--- config.mk ---
export PLATFORM = sky130hd
export DESIGN_NAME = twi_status_tracker
export DESIGN_NICKNAME = d
export VERILOG_FILES = /design/src/rtl/twi_pkg.sv /design/src/rtl/twi_line_sync.sv /design/src/rtl/twi_bit_framer.sv /design/src/rtl/twi_flag_bank.sv /design/src/rtl/twi_status_tracker.sv
export SDC_FILE = /design/constraint.sdc
export NUM_CORES = 1
export LEC_CHECK = 0
export ABC_AREA = 1
export BUFFER_PORTS_ARGS = -buffer_cell sky130_fd_sc_hd__buf_2
export CORE_UTILIZATION = 43
export CTS_CLUSTER_DIAMETER = 120
export DETAILED_ROUTE_END_ITERATION = 8
export RECOVER_POWER = 50
export SLEW_MARGIN = 10
export SYNTH_ARGS = -nofsm -noshare
export SYNTH_HDL_FRONTEND = slang
export SYNTH_SLANG_ARGS = --single-unit
--- constraint.sdc ---
create_clock -name clk -period 1.8 [get_ports clk]
set_input_delay 0.18 -clock clk [delete_from_list [all_inputs] [get_ports clk]]
set_output_delay 0.18 -clock clk [all_outputs]
set_load 0.02 [all_outputs]
--- src/rtl/twi_pkg.sv ---
// Shared types for the two-wire status tracker.
package twi_pkg;

    // Status flags kept for the host
    typedef struct packed {
        logic busy;
        logic done;
        logic addressed;
        logic bcast;
        logic rw;
        logic arb;
        logic nack;
    } twi_flags_t;

    localparam twi_flags_t FLAGS_RST = '{busy: 1'b0, done: 1'b0, addressed: 1'b0,
                                         bcast: 1'b0, rw: 1'b0, arb: 1'b0, nack: 1'b1};

endpackage

--- src/rtl/twi_line_sync.sv ---
// Resynchronizes the clock and data lines into clk and derives start, stop
// and clock-edge events from the synchronized values.
// Assumes both lines idle high and change far slower than clk.
module twi_line_sync #(
    parameter int SYNC_STAGES = 2
) (
    input  logic clk,
    input  logic rst_n,
    input  logic scl_in,
    input  logic sda_in,
    output logic sda_s,
    output logic scl_rise,
    output logic scl_fall,
    output logic start_evt,
    output logic stop_evt
);
    localparam int LINES = 2;

    logic [LINES-1:0] line_in;
    logic [LINES-1:0] line_s;
    logic [LINES-1:0] line_q;

    assign line_in = {sda_in, scl_in};

    genvar g;
    generate
        for (g = 0; g < LINES; g++) begin : g_line
            logic [SYNC_STAGES-1:0] chain;
            // Shift the pad value through the synchronizer chain
            always_ff @(posedge clk) begin
                if (!rst_n) chain <= '1;
                else        chain <= {chain[SYNC_STAGES-2:0], line_in[g]};
            end
            assign line_s[g] = chain[SYNC_STAGES-1];
        end
    endgenerate

    // Hold the previous synchronized values for edge detection
    always_ff @(posedge clk) begin
        if (!rst_n) line_q <= '1;
        else        line_q <= line_s;
    end

    assign sda_s     = line_s[1];
    assign scl_rise  = line_s[0] & ~line_q[0];
    assign scl_fall  = ~line_s[0] & line_q[0];
    assign start_evt = line_s[0] & line_q[0] & line_q[1] & ~line_s[1];
    assign stop_evt  = line_s[0] & line_q[0] & ~line_q[1] & line_s[1];

endmodule

--- src/rtl/twi_bit_framer.sv ---
// Counts clock pulses within each byte and emits registered one-cycle
// events: byte start, captured address, acknowledge sample, byte done.
// Assumes edge events from twi_line_sync; ignores clocks outside a frame.
module twi_bit_framer #(
    parameter int ADDR_W = 7
) (
    input  logic              clk,
    input  logic              rst_n,
    input  logic              sda_s,
    input  logic              scl_rise,
    input  logic              scl_fall,
    input  logic              start_evt,
    input  logic              stop_evt,
    output logic              byte_begin,
    output logic              addr_evt,
    output logic [ADDR_W-1:0] addr_val,
    output logic              rw_val,
    output logic              ack_evt,
    output logic              ack_val,
    output logic              byte_done
);
    localparam int DATA_BITS = ADDR_W + 1;
    localparam int LAST_CNT  = DATA_BITS + 1;
    localparam int CNT_W     = $clog2(LAST_CNT + 1);

    logic [CNT_W-1:0]  bit_cnt;
    logic [ADDR_W-1:0] shreg;
    logic              first_byte;
    logic              active;

    // Track frame position and emit byte-level events
    always_ff @(posedge clk) begin
        if (!rst_n) begin
            bit_cnt    <= '0;
            shreg      <= '0;
            first_byte <= 1'b0;
            active     <= 1'b0;
            byte_begin <= 1'b0;
            addr_evt   <= 1'b0;
            addr_val   <= '0;
            rw_val     <= 1'b0;
            ack_evt    <= 1'b0;
            ack_val    <= 1'b1;
            byte_done  <= 1'b0;
        end else begin
            byte_begin <= 1'b0;
            addr_evt   <= 1'b0;
            ack_evt    <= 1'b0;
            byte_done  <= 1'b0;
            if (start_evt) begin
                bit_cnt    <= '0;
                first_byte <= 1'b1;
                active     <= 1'b1;
            end else if (stop_evt) begin
                bit_cnt <= '0;
                active  <= 1'b0;
            end else if (active && scl_rise && bit_cnt < CNT_W'(LAST_CNT)) begin
                if (bit_cnt == '0) byte_begin <= 1'b1;
                if (bit_cnt < CNT_W'(ADDR_W)) begin
                    shreg <= {shreg[ADDR_W-2:0], sda_s};
                end else if (bit_cnt == CNT_W'(ADDR_W)) begin
                    if (first_byte) begin
                        addr_evt <= 1'b1;
                        addr_val <= shreg;
                        rw_val   <= sda_s;
                    end
                end else begin
                    ack_evt <= 1'b1;
                    ack_val <= sda_s;
                end
                bit_cnt <= bit_cnt + 1'b1;
            end else if (active && scl_fall && bit_cnt == CNT_W'(LAST_CNT)) begin
                byte_done  <= 1'b1;
                bit_cnt    <= '0;
                first_byte <= 1'b0;
            end
        end
    end

endmodule

--- src/rtl/twi_flag_bank.sv ---
// Holds the host-visible status flags and updates them from bus events
// and host strobes. Assumes events are one-cycle pulses.
module twi_flag_bank #(
    parameter int ADDR_W = 7
) (
    input  logic              clk,
    input  logic              rst_n,
    input  logic              start_evt,
    input  logic              stop_evt,
    input  logic              byte_begin,
    input  logic              byte_done,
    input  logic              addr_evt,
    input  logic [ADDR_W-1:0] addr_val,
    input  logic              rw_val,
    input  logic              ack_evt,
    input  logic              ack_val,
    input  logic [ADDR_W-1:0] own_addr,
    input  logic              bcast_en,
    input  logic              ctrl_wr,
    input  logic              arb_lost,
    input  logic              arb_clr,
    output twi_pkg::twi_flags_t flags
);
    import twi_pkg::*;

    logic zero_addr;
    logic own_hit;
    logic bcast_now;

    // Classify the captured address
    always_comb begin
        zero_addr = (addr_val == '0);
        own_hit   = !zero_addr && (addr_val == own_addr);
        bcast_now = zero_addr && bcast_en;
    end

    // Update each flag from its events
    always_ff @(posedge clk) begin
        if (!rst_n) begin
            flags <= FLAGS_RST;
        end else begin
            if (start_evt)     flags.busy <= 1'b1;
            else if (stop_evt) flags.busy <= 1'b0;

            if (byte_done)                    flags.done <= 1'b1;
            else if (start_evt || byte_begin) flags.done <= 1'b0;

            if (addr_evt) begin
                flags.addressed <= own_hit || bcast_now;
                flags.bcast     <= bcast_now;
                flags.rw        <= rw_val;
            end else if (ctrl_wr) begin
                flags.addressed <= 1'b0;
                flags.bcast     <= 1'b0;
            end

            if (arb_lost)     flags.arb <= 1'b1;
            else if (arb_clr) flags.arb <= 1'b0;

            if (ack_evt) flags.nack <= ack_val;
        end
    end

endmodule

--- src/rtl/twi_status_tracker.sv ---
// Top level: observes a two-wire bus and presents slave status flags.
// Assumes clk is several times faster than the bus clock; never drives the bus.
module twi_status_tracker #(
    parameter int ADDR_W      = 7,
    parameter int SYNC_STAGES = 2
) (
    input  logic              clk,
    input  logic              rst_n,
    input  logic              scl_in,
    input  logic              sda_in,
    input  logic [ADDR_W-1:0] own_addr,
    input  logic              bcast_en,
    input  logic              irq_en,
    input  logic              ctrl_wr,
    input  logic              arb_lost,
    input  logic              arb_clr,
    output logic              busy,
    output logic              xfer_done,
    output logic              addressed,
    output logic              bcast_hit,
    output logic              slave_rw,
    output logic              arb_flag,
    output logic              rx_nack,
    output logic              irq
);
    import twi_pkg::*;

    logic              sda_s, scl_rise, scl_fall, start_evt, stop_evt;
    logic              byte_begin, addr_evt, rw_val, ack_evt, ack_val, byte_done;
    logic [ADDR_W-1:0] addr_val;
    twi_flags_t        flags;

    twi_line_sync #(.SYNC_STAGES(SYNC_STAGES)) u_sync (
        .clk(clk), .rst_n(rst_n), .scl_in(scl_in), .sda_in(sda_in),
        .sda_s(sda_s), .scl_rise(scl_rise), .scl_fall(scl_fall),
        .start_evt(start_evt), .stop_evt(stop_evt)
    );

    twi_bit_framer #(.ADDR_W(ADDR_W)) u_framer (
        .clk(clk), .rst_n(rst_n), .sda_s(sda_s), .scl_rise(scl_rise),
        .scl_fall(scl_fall), .start_evt(start_evt), .stop_evt(stop_evt),
        .byte_begin(byte_begin), .addr_evt(addr_evt), .addr_val(addr_val),
        .rw_val(rw_val), .ack_evt(ack_evt), .ack_val(ack_val),
        .byte_done(byte_done)
    );

    twi_flag_bank #(.ADDR_W(ADDR_W)) u_flags (
        .clk(clk), .rst_n(rst_n), .start_evt(start_evt), .stop_evt(stop_evt),
        .byte_begin(byte_begin), .byte_done(byte_done), .addr_evt(addr_evt),
        .addr_val(addr_val), .rw_val(rw_val), .ack_evt(ack_evt),
        .ack_val(ack_val), .own_addr(own_addr), .bcast_en(bcast_en),
        .ctrl_wr(ctrl_wr), .arb_lost(arb_lost), .arb_clr(arb_clr),
        .flags(flags)
    );

    // Map flags to ports and form the interrupt request
    always_comb begin
        busy      = flags.busy;
        xfer_done = flags.done;
        addressed = flags.addressed;
        bcast_hit = flags.bcast;
        slave_rw  = flags.rw;
        arb_flag  = flags.arb;
        rx_nack   = flags.nack;
        irq       = irq_en && flags.addressed;
    end

endmodule

# Word-level counts from Yosys, hierarchy flattened
# Index checks and enable logic that the tools add are counted.
# totals
register_bits,38
latch_bits,0
ram_bits,0
romBits,0
inputBits,16
out_inout_bits,8
word_cells,90
mem_count,0
# op_classes
n_addsub,1
multipliers,0
div,0
n_lt_le_gt_ge,2
n_eq_ne,5
shifts,0
mux,18
bitwise_logic,17
n_reduce_logical,27
# op_table
op,n
two-way mux 1 bit,14
nonzero test 2 bit,6
NOT 1 bit,10
two-way mux 4 bit,2
OR reduction 4 bit,2
AND 1 bit,7
== test 7 bit,1
logical AND 1 bit,7
logical NOT 7 bit,1
AND reduction 6 bit,1
OR reduction 6 bit,1
AND reduction 5 bit,1
OR reduction 5 bit,1
"adder 4 x 1 -> 4 bit, second input constant",1
"== test 4 x 3 -> 1 bit, second input constant",1
"== test 4 bit, second input constant",1
logical NOT 4 bit,1
"< comparator 4 x 3 -> 1 bit, second input constant",1
"< comparator 4 bit, second input constant",1
two-way mux 2 bit,2
"!= test 2 x 1 -> 1 bit, second input constant",2
AND reduction 4 bit,1
AND reduction 3 bit,1
OR reduction 3 bit,1
other kinds (2),3

# Depth between registers and ports, before layout
# depth
word_depth,8
depth_mapped,9
depth_no_buf,9

# Cells and area by module
# A second synthesis with hierarchy kept.
# unflattened
cells_unflattened,264
hier_area_um2,1795.5
# by_module_without_submodules
mod,n_inst,cells_each,area_per_inst_um2,seq_area_each_um2
twi_bit_framer,1,153,1129.8,520.5
twi_flag_bank,1,82,459.2,140.1
twi_line_sync,1,27,198.9,120.1
twi_status_tracker,1,2,7.5,0.0

# Worst setup path after synthesis
# No wires, ideal clock.
# synth_path
path_type,flip-flop to flip-flop
start,reg u_flags.flags[6] (netlist name)
end,reg u_framer.rw_val
setup_ns,0.112
arrival_ns,1.246
required_ns,1.688
slack_ns,0.443
path_stages_with_launch,9
n_path_buf,2
period_less_slack_ns,1.357
path_cell_list,dfxtp_1 -> nand3_1 -> nor2_2 -> and2_1 -> buf_6 -> buf_8 -> nand2_1 -> nand2_1 -> nor2_1
# synth_lines
item,line_no,source
to (signal assigned),twi_bit_framer.sv:65,rw_val <= sda_s;
to (decl),twi_bit_framer.sv:17,"output logic rw_val,"

# Final worst setup path
# layout_path
start,reg u_framer.bit_cnt[0]
end,reg u_framer.addr_val[3]
# layout_between
elab_chain_len,3
word_cells_on_any_way,6
classes_between,2 x order compare; 1 x eq/ne; 1 x bitwise; 2 x reduce/logical
# layout_rtl
item,line_no,source
from (decl),twi_bit_framer.sv:26,logic [CNT_W-1:0] bit_cnt;
from (signal assigned),twi_bit_framer.sv:71,bit_cnt <= bit_cnt + 1'b1;
< comparator 4 bit / < comparator 4 x 3 -> 1 bit (equally long branches),"twi_bit_framer.sv:57, twi_bit_framer.sv:59",
logical AND 1 bit / NOT 1 bit (equally long branches),-,
AND reduction 6 bit (no line) *,-,
to (signal assigned),twi_bit_framer.sv:64,addr_val <= shreg;
to (decl),twi_bit_framer.sv:16,"output logic [ADDR_W-1:0] addr_val,"
# Every way passes the cells marked *; elsewhere a longest branch is shown, timed or not.
# A chain may end at the register's enable or synchronous reset.

==> qor.yml <==
cts_max_level: 2
finalSetupViolations: 0
grt.overflow.total: 0
syn_nets: 256
start_util: 0.452
globalRouteTotalUtil: 0.170
die_w_um: 64.3
cp-end-kind: "flop"
crit_slowest_cell: "dfxtp_1"
remaining_drc_errors: 0
synth_seq_cells: 38
fmax_mhz: 659
rows: 22
synth_edf_count: 0
avgSynthCellArea_sq_um: 7.06
timing.critical_path.buf_inv: 1
run_status: "completed"
hold_ws_ns: 0.0628
clock_sinks: 38
ys.flop_type: "dfxtp_1"
cts_tree: "built"
wire_per_inst_um: 9.48
fp.coreArea_sq_um: 3690
final_nets: 283
drive_gt1_frac: 0.159
fin_util: 0.522
finClkSkew_ns: 0.00925
clk_pin_slew_worst_paths_ns: 0.08
worstSkewPairLatency_ns: 0.30
post-place-ws_ns: 0.173
path_class: "reg2reg"
hold_violations: 0
cp_cell_sequence: "ha_1, o21ai_1, nor2_1, and2_2, buf_4, nor2_2, nor2_1"
max_slew.worst_pin.slew_ns: 0.400
layout_commonest_cell: "nand2_1"
critPathMaxStageDelay_ns: 0.44
irDropWorstVdd_uv: 707
max_slew_margin: 0.733
post-route-period-util: 0.843
cellPowerDensity_nw_per_um2: 860
setup_ws_ns: 0.282
grt_pass1_vias: 1249
hp-class: "in2reg"
ctsHoldBuffers: 0
cts_buffer_depth: 2
cts_inserted_buffers: 5
io_buffers: 23
cp-start-kind: "flop"
drt_pass1_iterations: 4
worstPathRequired_ns: 2.03
grt_max_degree: 18
cp_data_arrival_time_ns: 1.75
finalMaxSlewViolations: 0
grt_first_pass_wirelength_um: 5280
gp_congestion: 0.765
yosys_warnings: 0
layout_min_cycle_time_ns: 1.52
dieArea_sq_um: 4130
antenna_found_initial: 0
yosysUniqueCellTypes: 22
vias: 1401
vias_per_cell: 4.49
async_flop_share: 0
ios: 24
tns_ns: 0
dpl.hpwl_um: 2120
syn2layout_area_growth_pct: 15.5
layout_common_cells: "60 x nand2_1, 41 x inv_1, 38 x dfxtp_1, 23 x nor2_1, 18 x a21oi_1"
leakage_nw: 0.890
critPathTopFamily: "simple AND/OR/NAND/NOR gates"
drtIter0Drc: 65
crit_top_cell: "nor2_1"
drtAntennaViolNets: 0
cts_root_buf: "clkbuf_8"
diodes: 0
yosysSeqAreaShare: 0.456
syn_area_sq_um: 1670
dieHeight_um: 64.3
stdcell_area_sq_um: 1920
cap_violations: 0
crit_fanout: 12
grt_setup_unrepaired: "no"
place_area_sq_um: 1820
routed_wl_um: 2960
synthCells: 236
## routing by layer
metal	wire, um	global-route usage
met1	1460	0.207
met2	1300	0.266
met3	145	0.0536
met4	58	0.0917
met5	0	0
## cell usage after synthesis (2+ instances only)
library cell  count  area [sq um]
nor2_2            9          56.3
a21oi_1          18          90.1
inv_1            41           154
clkbuf_1          2          7.51
dfxtp_1          38           761
nand4_1           2          12.5
nand3_1          10          50.1
o21ai_1           5          25.0
inv_2             2          7.51
nand2_1          60           225
or2_2             5          31.3
o21ai_0           8          40.0
buf_2             2          10.0
ha_1              4          50.1
nor2_1           23          86.3
## state kept, by name, indices dropped and copies added, names as in the netlist
register / flops
u_framer.byte_begin: 1
u_flags.flags: 7
u_framer.bit_cnt: 4
u_framer.ack_val: 1
u_framer.first_byte: 1
u_framer.ack_evt: 1
u_sync.g_line.chain: 4
u_framer.addr_evt: 1
u_sync.line_q: 2
u_framer.shreg: 7
u_framer.addr_val: 7
u_framer.rw_val: 1
u_framer.byte_done: 1
## worst register-to-register path, stage by stage, from the launching register on
cell and delay, ns:
dfxtp_1 0.44, ha_1 0.23, o21ai_1 0.07, nor2_1 0.08, and2_2 0.29, buf_4 0.21
nor2_2 0.04, nor2_1 0.10
## logic make-up after synthesis
family          Yosys count  share of synthesized area
simple gates            112                      0.288
compound gates           33                      0.102
fa+ha+maj                 4                     0.0300
flops                    38                      0.456
buf+inv                  49                      0.123
## cell type report
type	instances	area [sq um]
Clock buffer	5	68.8
Timing Repair Buffer	26	126
Tap cell	48	60.1
Fill cell	376	1760
Clock inverter	3	45.0
Multi-Input combinational cell	149	702
Inverter	43	161
Sequential cell	38	761
## report_power, final
group / switching (W) / internal (W)
registers: 0.00000549 / 0.000850
logic: 0.0000446 / 0.0000313
clock network: 0.000311 / 0.000412
total: 0.000361 / 0.00129
## through the flow
stage	instances	power, W
after CTS	312	0.00168
after detailed placement	304	0.000952
final	312	0.00165
after floorplan	236	0.000921
after global routing	312	0.00173
after global placement	304	0.000951
## what timing repair did
action	4_1_cts	5_1_grt
setup buffers	0	0
hold endpoints to repair	0	0
resized for setup	0	1
endpoints found under the setup margin	0	5
## final timing paths
check	startpoint	slack [ns]	depth (start not counted)	end
max reg2reg	u_framer.bit_cnt[0]	0.28	7	u_framer.addr_val[3]
min reg2reg	u_sync.g_line[1].chain[0]	0.42	1	u_sync.g_line[1].chain[1]
min	scl_in	0.06	2	u_sync.g_line[0].chain[0]
max	u_framer.bit_cnt[0]	0.28	7	u_framer.addr_val[3]
Note: power is estimated with default switching activity, not from simulation.
